`src/rtl/fbscan_pkg.sv`:
```
package fbscan_pkg;

  localparam int unsigned WORD_W = 32;

  // register indices on the control port
  localparam logic REG_IDX_BASE = 1'b0;
  localparam logic REG_IDX_CTRL = 1'b1;

  // control word bit positions
  localparam int unsigned CTRL_EN_BIT  = 0;
  localparam int unsigned CTRL_ROT_BIT = 1;

  typedef struct packed {
    logic de;
    logic hs;
    logic vs;
  } scan_flags_t;

  typedef struct packed {
    logic [7:0] r;
    logic [7:0] g;
    logic [7:0] b;
  } rgb_t;

endpackage

```
`src/rtl/fbscan_regs.sv`:
```
module fbscan_regs
  import fbscan_pkg::*;
#(
  parameter int unsigned BASE_KEEP = 11
) (
  input  logic              clk,
  input  logic              rst_n,
  input  logic              we,
  input  logic              idx,
  input  logic [WORD_W-1:0] wdata,
  input  logic              frame_end,
  output logic [WORD_W-1:0] rdata,
  output logic              en,
  output logic              rot_act,
  output logic [WORD_W-1:0] base_act
);

  localparam int unsigned LOW_W = WORD_W - BASE_KEEP;

  logic [BASE_KEEP-1:0] base_pend;
  logic [BASE_KEEP-1:0] base_live;
  logic [BASE_KEEP-1:0] base_next;
  logic                 rot_pend;
  logic                 rot_next;
  logic                 en_q;
  logic                 rot_q;
  logic                 wr_base;
  logic                 wr_ctrl;
  logic                 unused_wbits;

  assign wr_base = we && (idx == REG_IDX_BASE);
  assign wr_ctrl = we && (idx == REG_IDX_CTRL);

  // a write landing on the frame-boundary edge is forwarded into the load
  assign base_next = wr_base ? wdata[WORD_W-1 -: BASE_KEEP] : base_pend;
  assign rot_next  = wr_ctrl ? wdata[CTRL_ROT_BIT] : rot_pend;

  assign unused_wbits = ^wdata[LOW_W-1:CTRL_ROT_BIT+1];

  always_ff @(posedge clk or negedge rst_n) begin
    if (!rst_n) begin
      base_pend <= '0;
      rot_pend  <= 1'b0;
      en_q      <= 1'b0;
    end else begin
      if (wr_base) base_pend <= wdata[WORD_W-1 -: BASE_KEEP];
      if (wr_ctrl) begin
        rot_pend <= wdata[CTRL_ROT_BIT];
        en_q     <= wdata[CTRL_EN_BIT];
      end
    end
  end

  always_ff @(posedge clk or negedge rst_n) begin
    if (!rst_n) begin
      base_live <= '0;
      rot_q     <= 1'b0;
    end else if (frame_end) begin
      base_live <= base_next;
      rot_q     <= rot_next;
    end
  end

  always_comb begin
    rdata = '0;
    if (idx == REG_IDX_BASE) begin
      rdata = {base_pend, {LOW_W{1'b0}}};
    end else begin
      rdata[CTRL_EN_BIT]  = en_q;
      rdata[CTRL_ROT_BIT] = rot_pend;
    end
  end

  assign en       = en_q;
  assign rot_act  = rot_q;
  assign base_act = {base_live, {LOW_W{1'b0}}};

  AST_BASE_FRAME_ONLY: assert property (@(posedge clk) disable iff (!rst_n)
    !frame_end |=> $stable(base_live));

  AST_ROT_FRAME_ONLY: assert property (@(posedge clk) disable iff (!rst_n)
    !frame_end |=> $stable(rot_q));

endmodule

```
`src/rtl/fbscan_timing.sv`:
```
module fbscan_timing #(
  parameter int unsigned H_ACTIVE = 640,
  parameter int unsigned H_FRONT  = 16,
  parameter int unsigned H_SYNC   = 96,
  parameter int unsigned H_BACK   = 48,
  parameter int unsigned V_ACTIVE = 480,
  parameter int unsigned V_FRONT  = 10,
  parameter int unsigned V_SYNC   = 2,
  parameter int unsigned V_BACK   = 33,
  parameter int unsigned HW       = 10,
  parameter int unsigned VW       = 10
) (
  input  logic          clk,
  input  logic          rst_n,
  output logic [HW-1:0] col,
  output logic [VW-1:0] row,
  output logic          active,
  output logic          hsync,
  output logic          vsync,
  output logic          frame_end
);

  localparam int unsigned H_TOTAL = H_ACTIVE + H_FRONT + H_SYNC + H_BACK;
  localparam int unsigned V_TOTAL = V_ACTIVE + V_FRONT + V_SYNC + V_BACK;
  localparam logic [HW-1:0] H_LAST   = HW'(H_TOTAL - 1);
  localparam logic [VW-1:0] V_LAST   = VW'(V_TOTAL - 1);
  localparam logic [HW-1:0] H_VIS    = HW'(H_ACTIVE);
  localparam logic [VW-1:0] V_VIS    = VW'(V_ACTIVE);
  localparam logic [HW-1:0] HS_FIRST = HW'(H_ACTIVE + H_FRONT);
  localparam logic [HW-1:0] HS_LAST  = HW'(H_ACTIVE + H_FRONT + H_SYNC - 1);
  localparam logic [VW-1:0] VS_FIRST = VW'(V_ACTIVE + V_FRONT);
  localparam logic [VW-1:0] VS_LAST  = VW'(V_ACTIVE + V_FRONT + V_SYNC - 1);

  logic line_end;

  assign line_end  = (col == H_LAST);
  assign frame_end = line_end && (row == V_LAST);

  always_ff @(posedge clk or negedge rst_n) begin
    if (!rst_n) begin
      col <= '0;
      row <= '0;
    end else if (line_end) begin
      col <= '0;
      row <= (row == V_LAST) ? '0 : row + 1'b1;
    end else begin
      col <= col + 1'b1;
    end
  end

  assign active = (col < H_VIS) && (row < V_VIS);
  assign hsync  = (col >= HS_FIRST) && (col <= HS_LAST);
  assign vsync  = (row >= VS_FIRST) && (row <= VS_LAST);

  AST_LINE_WRAP: assert property (@(posedge clk) disable iff (!rst_n)
    (col == H_LAST) |=> (col == '0));

  AST_FRAME_WRAP: assert property (@(posedge clk) disable iff (!rst_n)
    frame_end |=> (col == '0 && row == '0));

  AST_ROW_STEP: assert property (@(posedge clk) disable iff (!rst_n)
    (col != H_LAST) |=> $stable(row));

endmodule

```
`src/rtl/fbscan_addr.sv`:
```
module fbscan_addr
  import fbscan_pkg::*;
#(
  parameter int unsigned H_ACTIVE    = 640,
  parameter int unsigned V_ACTIVE    = 480,
  parameter int unsigned STRIDE_LOG2 = 10,
  parameter int unsigned HW          = 10,
  parameter int unsigned VW          = 10
) (
  input  logic [HW-1:0]     col,
  input  logic [VW-1:0]     row,
  input  logic              rot,
  input  logic [WORD_W-1:0] base,
  output logic [WORD_W-1:0] addr
);

  localparam logic [HW-1:0] X_MAX = HW'(H_ACTIVE - 1);
  localparam logic [VW-1:0] Y_MAX = VW'(V_ACTIVE - 1);

  logic [HW-1:0]     x;
  logic [VW-1:0]     y;
  logic [WORD_W-1:0] word_off;

  // rotation mirrors both axes inside the visible rectangle
  assign x = rot ? (X_MAX - col) : col;
  assign y = rot ? (Y_MAX - row) : row;

  assign word_off = (WORD_W'(y) << STRIDE_LOG2) + WORD_W'(x);
  assign addr     = base + (word_off << 2);

endmodule

```
`src/rtl/fbscan_pipe.sv`:
```
module fbscan_pipe
  import fbscan_pkg::*;
#(
  parameter int unsigned RD_LAT = 4
) (
  input  logic              clk,
  input  logic              rst_n,
  input  logic              fetch_want,
  input  logic [WORD_W-1:0] fetch_addr,
  input  scan_flags_t       flags_in,
  input  logic              en,
  output logic              rd_req,
  output logic [WORD_W-1:0] rd_addr,
  input  logic              rd_valid,
  input  logic [WORD_W-1:0] rd_data,
  output scan_flags_t       flags_out,
  output rgb_t              pix
);

  scan_flags_t stage0;
  scan_flags_t dly [RD_LAT];
  scan_flags_t aligned;
  logic        unused_top;

  assign unused_top = ^rd_data[WORD_W-1:24];

  // request stage: one cycle after the raster position
  always_ff @(posedge clk or negedge rst_n) begin
    if (!rst_n) begin
      rd_req  <= 1'b0;
      rd_addr <= '0;
      stage0  <= '0;
    end else begin
      rd_req <= fetch_want;
      if (fetch_want) rd_addr <= fetch_addr;
      stage0 <= flags_in;
    end
  end

  // flag delay matching the memory latency
  always_ff @(posedge clk or negedge rst_n) begin
    if (!rst_n) begin
      for (int i = 0; i < int'(RD_LAT); i++) dly[i] <= '0;
    end else begin
      dly[0] <= stage0;
      for (int i = 1; i < int'(RD_LAT); i++) dly[i] <= dly[i-1];
    end
  end

  assign aligned = dly[RD_LAT-1];

  always_ff @(posedge clk or negedge rst_n) begin
    if (!rst_n) begin
      flags_out <= '0;
      pix       <= '0;
    end else begin
      flags_out <= aligned;
      pix       <= (en && rd_valid && aligned.de) ? rgb_t'(rd_data[23:0]) : '0;
    end
  end

  AST_BLACK_WHEN_OFF: assert property (@(posedge clk) disable iff (!rst_n)
    !en |=> (pix == '0));

  AST_RETURN_IN_SLOT: assert property (@(posedge clk) disable iff (!rst_n)
    rd_valid |-> aligned.de);

  AST_REQ_WORD_ALIGN: assert property (@(posedge clk) disable iff (!rst_n)
    rd_req |-> (rd_addr[1:0] == 2'b00));

endmodule

```
`src/rtl/fbscan_ctrl.sv`:
```
module fbscan_ctrl
  import fbscan_pkg::*;
#(
  parameter int unsigned H_ACTIVE    = 640,
  parameter int unsigned H_FRONT     = 16,
  parameter int unsigned H_SYNC      = 96,
  parameter int unsigned H_BACK      = 48,
  parameter int unsigned V_ACTIVE    = 480,
  parameter int unsigned V_FRONT     = 10,
  parameter int unsigned V_SYNC      = 2,
  parameter int unsigned V_BACK      = 33,
  parameter int unsigned STRIDE_LOG2 = 10,
  parameter int unsigned BASE_KEEP   = 11,
  parameter int unsigned RD_LAT      = 4
) (
  input  logic        clk,
  input  logic        rst_n,
  input  logic        reg_we,
  input  logic        reg_idx,
  input  logic [31:0] reg_wdata,
  output logic [31:0] reg_rdata,
  output logic        rd_req,
  output logic [31:0] rd_addr,
  input  logic        rd_valid,
  input  logic [31:0] rd_data,
  output logic        pix_de,
  output logic        pix_hsync,
  output logic        pix_vsync,
  output logic [7:0]  pix_r,
  output logic [7:0]  pix_g,
  output logic [7:0]  pix_b
);

  localparam int unsigned H_TOTAL = H_ACTIVE + H_FRONT + H_SYNC + H_BACK;
  localparam int unsigned V_TOTAL = V_ACTIVE + V_FRONT + V_SYNC + V_BACK;
  localparam int unsigned HW      = $clog2(H_TOTAL);
  localparam int unsigned VW      = $clog2(V_TOTAL);

  logic [HW-1:0]     col;
  logic [VW-1:0]     row;
  logic              active;
  logic              hsync;
  logic              vsync;
  logic              frame_end;
  logic              ctrl_en;
  logic              rot_act;
  logic [WORD_W-1:0] base_act;
  logic [WORD_W-1:0] fetch_addr;
  scan_flags_t       flags_now;
  scan_flags_t       flags_out;
  rgb_t              pix;

  fbscan_regs #(
    .BASE_KEEP(BASE_KEEP)
  ) u_regs (
    .clk      (clk),
    .rst_n    (rst_n),
    .we       (reg_we),
    .idx      (reg_idx),
    .wdata    (reg_wdata),
    .frame_end(frame_end),
    .rdata    (reg_rdata),
    .en       (ctrl_en),
    .rot_act  (rot_act),
    .base_act (base_act)
  );

  fbscan_timing #(
    .H_ACTIVE(H_ACTIVE), .H_FRONT(H_FRONT), .H_SYNC(H_SYNC), .H_BACK(H_BACK),
    .V_ACTIVE(V_ACTIVE), .V_FRONT(V_FRONT), .V_SYNC(V_SYNC), .V_BACK(V_BACK),
    .HW(HW), .VW(VW)
  ) u_timing (
    .clk      (clk),
    .rst_n    (rst_n),
    .col      (col),
    .row      (row),
    .active   (active),
    .hsync    (hsync),
    .vsync    (vsync),
    .frame_end(frame_end)
  );

  fbscan_addr #(
    .H_ACTIVE(H_ACTIVE), .V_ACTIVE(V_ACTIVE), .STRIDE_LOG2(STRIDE_LOG2),
    .HW(HW), .VW(VW)
  ) u_addr (
    .col (col),
    .row (row),
    .rot (rot_act),
    .base(base_act),
    .addr(fetch_addr)
  );

  assign flags_now = '{de: active, hs: hsync, vs: vsync};

  fbscan_pipe #(
    .RD_LAT(RD_LAT)
  ) u_pipe (
    .clk       (clk),
    .rst_n     (rst_n),
    .fetch_want(active && ctrl_en),
    .fetch_addr(fetch_addr),
    .flags_in  (flags_now),
    .en        (ctrl_en),
    .rd_req    (rd_req),
    .rd_addr   (rd_addr),
    .rd_valid  (rd_valid),
    .rd_data   (rd_data),
    .flags_out (flags_out),
    .pix       (pix)
  );

  assign pix_de    = flags_out.de;
  assign pix_hsync = flags_out.hs;
  assign pix_vsync = flags_out.vs;
  assign pix_r     = pix.r;
  assign pix_g     = pix.g;
  assign pix_b     = pix.b;

  AST_NO_FETCH_OFF: assert property (@(posedge clk) disable iff (!rst_n)
    !ctrl_en |=> !rd_req);

  AST_REQ_IN_VISIBLE: assert property (@(posedge clk) disable iff (!rst_n)
    !active |=> !rd_req);

endmodule

```
`config.mk`:
```
export PLATFORM = sky130hd
export DESIGN_NAME = fbscan_ctrl
export DESIGN_NICKNAME = d
export VERILOG_FILES = /design/src/rtl/fbscan_pkg.sv /design/src/rtl/fbscan_regs.sv /design/src/rtl/fbscan_timing.sv /design/src/rtl/fbscan_addr.sv /design/src/rtl/fbscan_pipe.sv /design/src/rtl/fbscan_ctrl.sv
export SDC_FILE = /design/constraint.sdc
export NUM_CORES = 1
export LEC_CHECK = 0
export ABC_AREA = 1
export BUFFER_PORTS_ARGS = -buffer_cell sky130_fd_sc_hd__buf_2
export CAP_MARGIN = 20
export CORE_MARGIN = 2
export CORE_UTILIZATION = 35
export CTS_CLUSTER_SIZE = 25
export DETAILED_ROUTE_END_ITERATION = 8
export RECOVER_POWER = 100
export SLEW_MARGIN = 20
export SYNTH_ARGS = -nofsm -noshare
export SYNTH_HDL_FRONTEND = slang
export SYNTH_SLANG_ARGS = --single-unit
```
`constraint.sdc`:
```
create_clock -name clk -period 3 [get_ports clk]
set_clock_uncertainty 0.15 [all_clocks]
set_input_delay 0.45 -clock clk [delete_from_list [all_inputs] [get_ports clk]]
set_output_delay 0.45 -clock clk [all_outputs]
set_load 0.02 [all_outputs]
```
Word level (Yosys, flattened, before mapping)
Index checks and enable logic that the tools add are counted.
W data, S select, Z words.
{ "totals": {"out_inout_bits": 92, "register_bits": 120, "word_cells": 63} }
{ "classes": {"n_lt_le_gt_ge": 6, "bitwise": 1, "n_eq_ne": 2, "addsub": 6, "n_reduce_logical": 9, "muxes": 9} }
{ "op_table": {"columns": ["op", "count"], "rows": [
  ["$mux W10", 4],
  ["$add A32 B23 Y32", 1],
  ["$mux W30", 1],
  ["$mux W24", 1],
  ["$add A20 B10 Y21", 1],
  ["$add A10 B1 Y10 const B", 2],
  ["$eq A10 B10 Y1 const B", 2],
  ["$mux W11", 1],
  ["$ge A10 B10 Y1 const B", 1],
  ["$ge A10 B9 Y1 const B", 1],
  ["$le A10 B10 Y1 const B", 1],
  ["$le A10 B9 Y1 const B", 1],
  ["$lt A10 B10 Y1 const B", 1],
  ["$lt A10 B9 Y1 const B", 1],
  ["$sub A10 B10 Y10 const A", 1],
  ["$sub A9 B10 Y10 const A", 1],
  ["$logic_and A1 B1 Y1", 9],
  ["$mux W2", 1],
  ["$mux W1", 1],
  ["$not A1 Y1", 1]
]} }

Longest topological paths before layout
Gate-level depths: netlist of the first run.
{ "logic_depth": {"word_depth": 4, "mapped_depth": 12} }

Cells and area by module
From an unflattened synthesis of the first run, not the netlist that was laid out.
{ "unflattened": {"cells_unflattened": 993, "area_unflattened_um2": 7494.7} }
{ "modules_own_cells": {"columns": ["mod", "area_each_um2", "cells_each", "seq_area_each_um2", "n_inst"], "rows": [
  ["fbscan_pipe", 2663.8, 229, 1876.8, 1],
  ["fbscan_addr", 2154.6, 423, 0.0, 1],
  ["fbscan_regs", 1500.2, 190, 625.6, 1],
  ["fbscan_timing", 1168.6, 149, 500.5, 1],
  ["fbscan_ctrl", 7.5, 2, 0.0, 1]
]} }

Least setup slack after synthesis of the first run
OpenSTA, ideal clock, no wires.
{ "synth_path": {"path_kind": "reg-to-reg", "from": "register u_timing.row[5]", "to": "register u_pipe.rd_addr[31]", "path_slack_ns": 0.879, "period_less_slack_ns": 2.121, "required_ns": 2.733, "n_path_buf": 0, "path_stages_with_launch": 12, "arrival_ns": 1.853, "path_cell_list": "dfrtp_1 -> ha_1 -> nand3_1 -> nor2_1 -> xor2_1 -> ha_1 -> ha_1 -> nand2_1 -> nor2_1 -> nand3_1 -> nand3_1 -> nand2_1"} }
{ "synth_between": {"elab_chain_cells": 4, "elab_cells_between_ends": 7} }
{ "synth_lines": {"columns": ["item", "line", "source"], "rows": [
  ["from (decl)", "fbscan_timing.sv:16", "output logic [VW-1:0] row,"],
  ["from (signal assigned)", "fbscan_timing.sv:45", "row <= (row == V_LAST) ? '0 : row + 1'b1;"],
  ["$sub A9 B10 Y10", "fbscan_addr.sv:26", "assign y = rot ? (Y_MAX - row) : row;"],
  ["$mux W10", "fbscan_addr.sv:26", null],
  ["$add A20 B10 Y21", "fbscan_addr.sv:28", "assign word_off = (WORD_W'(y) << STRIDE_LOG2) + WORD_W'(x);"],
  ["$add A32 B23 Y32", "fbscan_addr.sv:29", "assign addr = base + (word_off << 2);"],
  ["to (signal assigned)", "fbscan_pipe.sv:35", "if (fetch_want) rd_addr <= fetch_addr;"],
  ["to (decl)", "fbscan_pipe.sv:13", "output logic [WORD_W-1:0] rd_addr,"]
]} }
Parallel ways exist; a longest one is shown, timed or not.
A chain may end at the register's enable or synchronous reset.

Final worst setup path of the first run
{ "layout_path": {"from": "register u_timing.col[1]", "to": "register u_regs.rot_q, in the netlist u_regs.rot_act"} }
{ "layout_between": {"elab_chain_cells": 2} }
{ "layout_lines": {"columns": ["item", "line", "source"], "rows": [
  ["from (decl)", "fbscan_timing.sv:15", "output logic [HW-1:0] col,"],
  ["from (signal assigned)", "fbscan_timing.sv:47", "col <= col + 1'b1;"],
  ["$eq A10 B10 Y1", "fbscan_timing.sv:36", "assign line_end = (col == H_LAST);"],
  ["$logic_and A1 B1 Y1", "fbscan_timing.sv:37", "assign frame_end = line_end && (row == V_LAST);"],
  ["to (signal assigned)", "fbscan_regs.sv:60", "rot_q <= rot_next;"],
  ["to (decl)", "fbscan_regs.sv:26", "logic rot_q;"]
]} }
No other way between the ends.

==> flow_metrics.tcl, run 1 <==
set metrics [dict create \
    total_power_mw 4.17 \
    ys_ff_latch 118 \
    num-fill-cells 1512 \
    start_util 0.357 \
    grt_pass1_wl_mm 18.2 \
    drt_wl_total_mm 11.2 \
    firstDrtPassIters 4 \
    holdPathEnd "u_pipe.pix[2]" \
    setup_tns_ns 0 \
    rsz0062_at_grt "false" \
    rrSetupSlack_ns 0.54 \
    ioPinCount 161 \
    hold_buffers 1 \
    reg2reg_from "u_timing.col[1]" \
    cp.required_ns 3.17 \
    fp.dieW_um 128 \
    cp.arrival_ns 2.63 \
    vias 3955 \
    async_flop_share 1.00 \
    dp_hpwl_mm 8.07 \
    worstSkewPairLatency_ns 0.40 \
    ys_seq_area_frac 0.546 \
    dp_slack_ns 0.579 \
    drive_above_1_share 0.137 \
    wl_met1_mm 4.77 \
    setup_viol_count_final 0 \
    grtUsageTotal 0.139 \
    max_slew_margin 0.204 \
    n_antenna_cell 0 \
    grt_pass1_vias 3897 \
    min_period_over_period 0.820 \
    worstSetupStartpointType "flip-flop" \
    coreArea_sq_um 15100 \
    cts-resized-gates 0 \
    hold_depth 3 \
    reg2reg_depth 7 \
    power_leakage_nw 3.25 \
    numCtsBuffers 17 \
    wl_met2_mm 5.60 \
    layout_common_cells "dfrtp_1 (118), nand2_1 (109), nor2_1 (84), clkbuf_1 (72), inv_1 (70)" \
    max_freq_mhz 406 \
    cts_buffer_depth 2 \
    drv_cap 0 \
    slew_violations 0 \
    synth_edf_count 0 \
    synth_cell_types 34 \
    yosys_warnings 0 \
    antenna_found_initial 0 \
    dieArea_sq_um 16500 \
    wl_met3_um 586 \
    worst_slew_pin_slew_ns 1.19 \
    cts_setup_buffers 0 \
    min_path_type "primary input to flip-flop" \
    routedWlPerCell_um 12.5 \
    cts_sinks 118 \
    worst_ir_drop_vdd_uv 522 \
    place.gp.congestion 0.840 \
    vias_per_cell 4.42 \
    clk_pin_slew_ns 0.06 \
    worst_slack_ns 0.540 \
    htree_levels 4 \
    fin_nets 772 \
    worstPathMaxFanout 16 \
    endpoint_kind "flip-flop" \
    timing.rr.end "u_regs.rot_act" \
    grt_max_degree 52 \
    num_rows 45 \
    hp-start "rd_data[2]" \
    route.detailed.drc 0 \
    hold_violations 0 \
    fin_crit_ns 2.46 \
    highest_layer "met4" \
    syn_area_per_cell_sq_um 9.36 \
    path_class "flip-flop to flip-flop" \
    power.density_nw_per_um2 653 \
    ctsRootBufferMaster "clkbuf_16" \
    status "complete, no violations" \
    netlist_area_sq_um 5410 \
    io_buffers 112 \
    final_common_cell "dfrtp_1" \
    grt-ovfl-total 0 \
    areaGrowthSynthToFinish_pct 17.9 \
    postSynthCellCount 578 \
    drt-initial-drc-count 202 \
    die-height_um 128 \
    ant_nets 0 \
    cts_tree "yes" \
    ys.flop_type "dfrtp_1" \
]
[Yosys cell counts, types with 2 or more instances]
cell type | count | area [sq um]
inv_2 | 4 | 15.0
clkbuf_1 | 3 | 11.3
buf_2 | 5 | 25.0
nand3_2 | 2 | 20.0
nand2_2 | 9 | 56.3
buf_6 | 3 | 33.8
buf_4 | 23 | 173
o211ai_1 | 3 | 22.5
buf_12 | 2 | 40.0
nor2_2 | 4 | 25.0
o21ai_2 | 21 | 184
nand3b_1 | 2 | 15.0
o21ai_0 | 8 | 40.0
nor2_1 | 81 | 304
a21oi_1 | 15 | 75.1
nand2_1 | 108 | 405
nor3_1 | 4 | 20.0
buf_8 | 2 | 30.0
nand2_4 | 3 | 33.8
xor2_1 | 12 | 105
nand3_1 | 39 | 195
ha_1 | 10 | 125
xnor2_1 | 16 | 140
nand4_1 | 3 | 18.8
dfrtp_1 | 118 | 2950
inv_1 | 69 | 259
clkbuf_2 | 2 | 10.0
[where the power goes]
part / total, mW / leakage [nW] / switching (mW) / internal, mW
sequential: 1.73 / 1.39 / 0.0459 / 1.69
combinational: 0.438 / 1.57 / 0.329 / 0.109
clock: 2.00 / 0.287 / 0.758 / 1.24
total: 4.17 / 3.25 / 1.13 / 3.04
[how the worst max path moves through the flow]
stage / start / end / slack, ns / cells after the start
2_1_floorplan: u_timing.row[5] / u_pipe.rd_addr[31] / 0.88 / 11
3_3_place_gp: u_timing.row[5] / u_pipe.rd_addr[27] / 0.64 / 10
3_5_place_dp: u_timing.row[5] / u_pipe.rd_addr[29] / 0.58 / 12
4_1_cts: u_timing.row[5] / u_pipe.rd_addr[29] / 0.56 / 12
5_1_grt: u_timing.col[0] / u_regs.rot_act / 0.23 / 8
6_report: u_timing.col[1] / u_regs.rot_act / 0.54 / 7
[state kept, by name (all words and copies together), names as in the netlist]
signal and flops:
u_pipe.rd_addr 30, u_pipe.pix 24, u_regs.base_live 11, u_regs.base_pend 11, u_timing.col 10, u_timing.row 10, u_pipe.dly 9, u_pipe.aligned 3
u_pipe.flags_out 3, u_pipe.stage0 3, u_pipe.rd_req 1, u_regs.en 1, u_regs.rot_act 1, u_regs.rot_pend 1
[logic make-up (layout without fill, tap and decap cells)]
group,after synthesis,in the layout,synth area share
buffers and inverters,114,222,0.111
flip-flops,118,118,0.546
AO/OA/AOI/OAI,48,48,0.0608
AND/OR/NAND/NOR,258,258,0.212
XOR/XNOR,28,28,0.0453
multiplexers,1,1,0.00185
adder cells (fa/ha/maj),10,10,0.0231
other,1,21,0.000693
[layout make-up]
type                            count  area [sq um]  share of cell area
Sequential cell                   118          2950               0.463
Multi-Input combinational cell    366          1820               0.286
Inverter                           74           278              0.0435
Clock inverter                     15           166              0.0261
Clock buffer                       17           425              0.0667
Tap cell                          188           235              0.0369
Timing Repair Buffer              116           500              0.0784
[through the flow]
step	std cells	hold slack, ns	area, sq um	util
3_3_place_gp	861	0.185	6000	0.396
3_5_place_dp	861	0.185	6000	0.396
2_1_floorplan	598	0.00441	5490	-
5_1_grt	894	0.0884	6380	0.421
4_1_cts	894	0.0836	6600	0.436
6_report	894	0.101	6380	0.421
[critical path: stages, from the launching register on]
cell     delay [ns]
dfrtp_1        0.42
ha_1           0.19
nand2_1        0.07
inv_1          0.08
nand2_1        0.07
nor2_1         0.89
nand2_4        0.25
o21ai_0        0.25
[per-layer routing]
| layer | track usage | vias up |
|---|---|---|
| met5 | 0 | - |
| met4 | 0.0498 | 0 |
| met3 | 0.0378 | 13 |
| met2 | 0.247 | 98 |
| met1 | 0.161 | 1870 |
| li1 | - | 1974 |
(Power assumes the default switching activity.)
==> run 2: changes to the inputs <==
- clock period: 3 -> 2.2 ns (I/O delays scaled with it)
==> run 2 against run 1 <==
Against the previous run: critical path depth is 6 higher; critical endpoint is now u_pipe.rd_addr[31]; critical path type unchanged; flip-flop and latch count is the same; largest cell class unchanged; total power is 36% higher; clock power increased by 34%; via count up 4.1%; highest routed layer unchanged; hold slack lost 0.051 ns; routed wire length grew 5.1%; sequential power is 37% higher.
==> flow_metrics.tcl, run 2 (same netlist as run 1, synthesis figures left out) <==
set metrics [dict create \
    start_util 0.357 \
    path_cells "ha_2 -> nand3_2 -> nor2_2 -> xor2_1 -> ha_2 -> ha_4 -> nand2_2 -> nor2_2 -> buf_4 -> nand2_2 -> nand2_2 -> nand3_2 -> nand2_1" \
    cp.arrival_ns 2.25 \
    ant_nets 0 \
    dp_hpwl_mm 8.26 \
    top_regs "u_pipe.rd_addr (30), u_pipe.pix (24)" \
    worst_slew_pin_slew_ns 0.934 \
    drt_wl_total_mm 11.7 \
    slew_violations 0 \
    power_leakage_nw 3.42 \
    vias 4116 \
    worst_path_most_repeated_cell "nand2_2" \
    place.gp.congestion 0.876 \
    hold_depth 3 \
    antenna_found_initial 0 \
    htree_levels 4 \
    firstDrtPassIters 4 \
    max_slew_margin 0.377 \
    path_class "flip-flop to flip-flop" \
    holdWs_ns 0.0505 \
    drt-initial-drc-count 224 \
    endpoint_kind "flip-flop" \
    die-height_um 128 \
    n_antenna_cell 0 \
    cts_buffer_depth 2 \
    min_period_over_period 0.934 \
    grt_max_degree 70 \
    largest_reg_flops 30 \
    num_rows 45 \
    worst_ir_drop_vdd_uv 435 \
    layout_common_cells "dfrtp_1 (118), nand2_1 (106), nor2_1 (80), clkbuf_1 (76), inv_1 (70)" \
    worst_slack_ns 0.146 \
    cp.required_ns 2.40 \
    reg2reg_depth 13 \
    fin_crit_ns 2.05 \
    finalNonFillerCells 931 \
    cp_slowest_stage_delay_ns 0.35 \
    routedWlPerCell_um 12.6 \
    grt_pass1_wl_mm 18.4 \
    drv_cap 0 \
    worstSkewPairLatency_ns 0.41 \
    setup_tns_ns 0 \
    critical_path.slowest_cell "dfrtp_1" \
    numPlacedInstances 871 \
    vias_per_cell 4.42 \
    hold_violations 0 \
    coreArea_sq_um 15100 \
    ctsRootBufferMaster "clkbuf_16" \
    route.detailed.drc 0 \
    cts_sinks 118 \
    drive_above_1_share 0.164 \
    final_util 0.448 \
    io_buffers 112 \
    ioPinCount 161 \
    fp.dieW_um 128 \
    areaGrowthSynthToFinish_pct 25.5 \
    grt_pass1_vias 3956 \
    worstSetupStartpointType "flip-flop" \
    max_freq_mhz 487 \
    fin_nets 809 \
    regMostFlops "u_pipe.rd_addr" \
    worstPathMaxFanout 5 \
    status "complete, no violations" \
    dieArea_sq_um 16500 \
    min_path_type "primary input to flip-flop" \
    grt-ovfl-total 0 \
    power.density_nw_per_um2 838 \
    clk_pin_slew_ns 0.05 \
    grtUsageTotal 0.143 \
    dp_slack_ns 0.116 \
    numCtsBuffers 17 \
    setup_viol_count_final 0 \
    cts_tree "yes" \
    num-fill-cells 1459 \
    final_common_cell "dfrtp_1" \
]
-- run 2: cell types whose count changed in the layout (fill, tap and decap cells not counted), moves of 4 or more --
cell           before  now
dlygate4sd3_1       1   25
buf_4               1   11
inv_6               6    1
clkbuf_1           72   76
nor2_1             84   80
-- run 2: power breakdown --
group	leakage [nW]	total [mW]	internal [mW]	switching, mW
sequential	1.39	2.37	2.30	0.0682
combinational	1.75	0.638	0.180	0.458
clock	0.278	2.68	1.70	0.983
-- run 2: worst paths after layout --
kind,startpoint,to,slack (ns)
worst max-delay path,u_timing.row[5],u_pipe.rd_addr[31],0.15
worst max register to register,u_timing.row[5],u_pipe.rd_addr[31],0.15
max in group asynchronous,rst_n,u_timing.row[7],0.41
worst min register to register,u_pipe.dly[7],u_pipe.dly[4],0.19
worst min-delay path,reg_wdata[1],u_regs.rot_pend,0.05
min in group asynchronous,rst_n,u_regs.base_pend[7],0.21
-- run 2: worst max-delay path: cells and delay by family, from the launching register on --
family | cells | cell delay, ns
fa+ha+maj | 3 | 0.56
flops | 1 | 0.35
buf+inv | 1 | 0.14
simple gates | 8 | 0.63
xor+xnor | 1 | 0.17
-- run 2: metal layers --
metal	GRT usage	vias to the layer above	share of wire
met2	0.263	96	0.53
met3	0.0412	12	0.050
met4	0.0556	0	0.011
li1	-	2046	-
met5	0	-	0
met1	0.154	1962	0.41
-- run 2: repair_timing --
action | 4_1_cts | 5_1_grt
setup endpoints to repair | 0 | 7
buffers inserted | 0 | 3
hold endpoints to repair | 47 | 0
hold buffers | 25 | 0
gates resized for setup | 0 | 14
-- run 2: layout make-up --
| type | instances | area, sq um | area share |
|---|---|---|---|
| clock inverter | 14 | 153 | 0.0225 |
| multi-input combinational | 366 | 1910 | 0.281 |
| timing repair buffer | 153 | 826 | 0.122 |
| clock buffer | 18 | 439 | 0.0647 |
| tap | 188 | 235 | 0.0346 |
| sequential | 118 | 2950 | 0.435 |
| inverter | 74 | 278 | 0.0409 |
-- run 2: stage by stage --
step / power [mW] / area, sq um
2_1_floorplan: 2.87 / 5490
3_3_place_gp: 3.07 / 6070
3_5_place_dp: 3.08 / 6070
4_1_cts: 5.83 / 6910
5_1_grt: 5.94 / 6790
6_report: 5.69 / 6790
==> run 3: changes to the inputs <==
- RECOVER_POWER: 100 -> 25
==> run 3 against run 2 <==
Against the previous run: maximum frequency fell by 0.20%; register-to-register slack barely moved; via count rose by 0.46%; routed wire length grew 0.25%; global-route usage did not move; count of clock-buffer cells in the layout is the same.
==> flow_metrics.tcl, run 3 (same netlist as run 1, synthesis figures left out) <==
set metrics [dict create \
    ant_nets 0 \
    grt_pass1_vias 3956 \
    grt-ovfl-total 0 \
    fin_crit_ns 2.06 \
    path_buf_inv 1 \
    grt_pass1_wl_mm 18.4 \
    max_freq_mhz 486 \
    route.detailed.drc 0 \
    n_antenna_cell 0 \
    clk_pin_slew_ns 0.05 \
    dieArea_sq_um 16500 \
    regMostFlops "u_pipe.rd_addr" \
    io_buffers 112 \
    status "complete, no violations" \
    drive_above_1_share 0.287 \
    worstSkewPairLatency_ns 0.41 \
    worst_slew_pin_slew_ns 0.819 \
    wl_met3_um 588 \
    power.density_nw_per_um2 826 \
    wl_met1_mm 4.88 \
    grtUsageTotal 0.143 \
    cts_tree "yes" \
    power_leakage_nw 3.68 \
    worst_path_most_repeated_cell "nand2_2" \
    routedWlPerCell_um 12.6 \
    drt-initial-drc-count 178 \
    path_cells "ha_2 -> nand3_2 -> nor2_2 -> xor2_1 -> ha_2 -> ha_4 -> nand2_2 -> nor2_2 -> buf_4 -> nand2_2 -> nand2_2 -> nand3_2 -> nand2_1" \
    ioPinCount 161 \
    grt_max_degree 70 \
    worstSetupStartpointType "flip-flop" \
    fin_nets 809 \
    final_common_cell "dfrtp_1" \
    regArea_sq_um 2950 \
    cp.arrival_ns 2.25 \
    antenna_found_initial 0 \
    num-fill-cells 1391 \
    placed_cell_area_sq_um 6070 \
    dp_slack_ns 0.116 \
    highest_layer "met4" \
    cp_slowest_stage_delay_ns 0.35 \
    finalInstanceArea_sq_um 6970 \
    numCtsBuffers 17 \
    min_path_type "primary input to flip-flop" \
    fp.dieW_um 128 \
    multiInputGateArea_sq_um 1980 \
    worst_ir_drop_vdd_uv 437 \
    critical_path.slowest_cell "dfrtp_1" \
    coreArea_sq_um 15100 \
    largest_reg_flops 30 \
    die-height_um 128 \
    place.gp.congestion 0.876 \
    drv_cap 0 \
    min_period_over_period 0.936 \
    critical_path_depth 13 \
    endpoint_kind "flip-flop" \
    reg2reg_depth 13 \
    cp.required_ns 2.40 \
    vias_per_cell 4.44 \
    holdWs_ns 0.0499 \
    ctsRootBufferMaster "clkbuf_16" \
    worstPathMaxFanout 5 \
    slew_violations 0 \
    htree_levels 4 \
    cts_buffer_depth 2 \
    crit_family "simple AND/OR/NAND/NOR gates" \
    hold_violations 0 \
    top_regs "u_pipe.rd_addr (30), u_pipe.pix (24)" \
    dp_hpwl_mm 8.26 \
    vias 4135 \
    firstDrtPassIters 6 \
    max_slew_margin 0.453 \
    areaGrowthSynthToFinish_pct 28.8 \
    num_rows 45 \
    layout_common_cells "dfrtp_1 (118), buf_2 (110), nand2_1 (104), nor2_1 (78), inv_1 (69)" \
    start_util 0.357 \
    wl_met2_mm 6.15 \
    setup_viol_count_final 0 \
    path_class "flip-flop to flip-flop" \
    hold_depth 3 \
    drt_wl_total_mm 11.8 \
    cts_sinks 118 \
    worst_slack_ns 0.142 \
]
==> run 3: cell types whose count changed in the layout (fill, tap and decap cells not counted), moves of 2 or more <==
cell and delta:
buf_2 +71, nor2_1 -2, o21ai_2 +15, o21ai_0 -15
nand2_1 -2, clkbuf_1 -71
==> run 3: path summary, 6_finish.rpt <==
| check | from | to | slack (ns) |
|---|---|---|---|
| worst min-delay path | reg_wdata[1] | u_regs.rot_pend | 0.05 |
| worst max register to register | u_timing.row[5] | u_pipe.rd_addr[31] | 0.14 |
| worst max-delay path | u_timing.row[5] | u_pipe.rd_addr[31] | 0.14 |
| max in group asynchronous | rst_n | u_pipe.pix[5] | 0.70 |
| min in group asynchronous | rst_n | u_regs.base_pend[7] | 0.22 |
| worst min register to register | u_pipe.stage0[2] | u_pipe.dly[11] | 0.20 |
==> run 3: repair_timing <==
action | 4_1_cts | 5_1_grt
endpoints found under the hold margin | 47 | 0
hold buffers | 25 | 0
resized for setup | 0 | 14
buffers inserted | 0 | 3
setup endpoints to repair | 0 | 7
==> run 3: worst register-to-register path, stage by stage (launching register included) <==
cell     delay [ns]
dfrtp_1        0.35
ha_2           0.19
nand3_2        0.07
nor2_2         0.12
xor2_1         0.17
ha_2           0.22
ha_4           0.14
nand2_2        0.05
nor2_2         0.08
buf_4          0.14
nand2_2        0.06
nand2_2        0.09
nand3_2        0.07
nand2_1        0.09
==> run 3: layout make-up <==
| cell class | count | area share |
|---|---|---|
| flip-flops and latches | 118 | 0.424 |
| multi-input cells | 366 | 0.285 |
| repair buffers | 153 | 0.133 |
| clock buffers | 18 | 0.0630 |
| inverters | 74 | 0.0398 |
| well taps | 188 | 0.0337 |
| clock inverters | 14 | 0.0219 |
==> run 3: report_power, final <==
group	total (mW)	internal, mW	switching [mW]
sequential	2.36	2.30	0.0644
clock	2.69	1.70	0.989
combinational	0.701	0.227	0.474
==> run 3: through the flow <==
stage	utilization	instances	TNS [ns]	power, mW
floorplan	-	598	0	2.87
global placement	0.401	871	0	3.07
detailed placement	0.401	871	0	3.08
CTS	0.457	928	0	5.83
global route	0.460	931	-0.0257	6.00
finish	0.460	931	0	5.75
==> run 3: routing by layer <==
layer,vias up,track usage
li1,2045,-
met1,1961,0.154
met2,112,0.263
met3,17,0.0412
met4,0,0.0556
met5,-,0
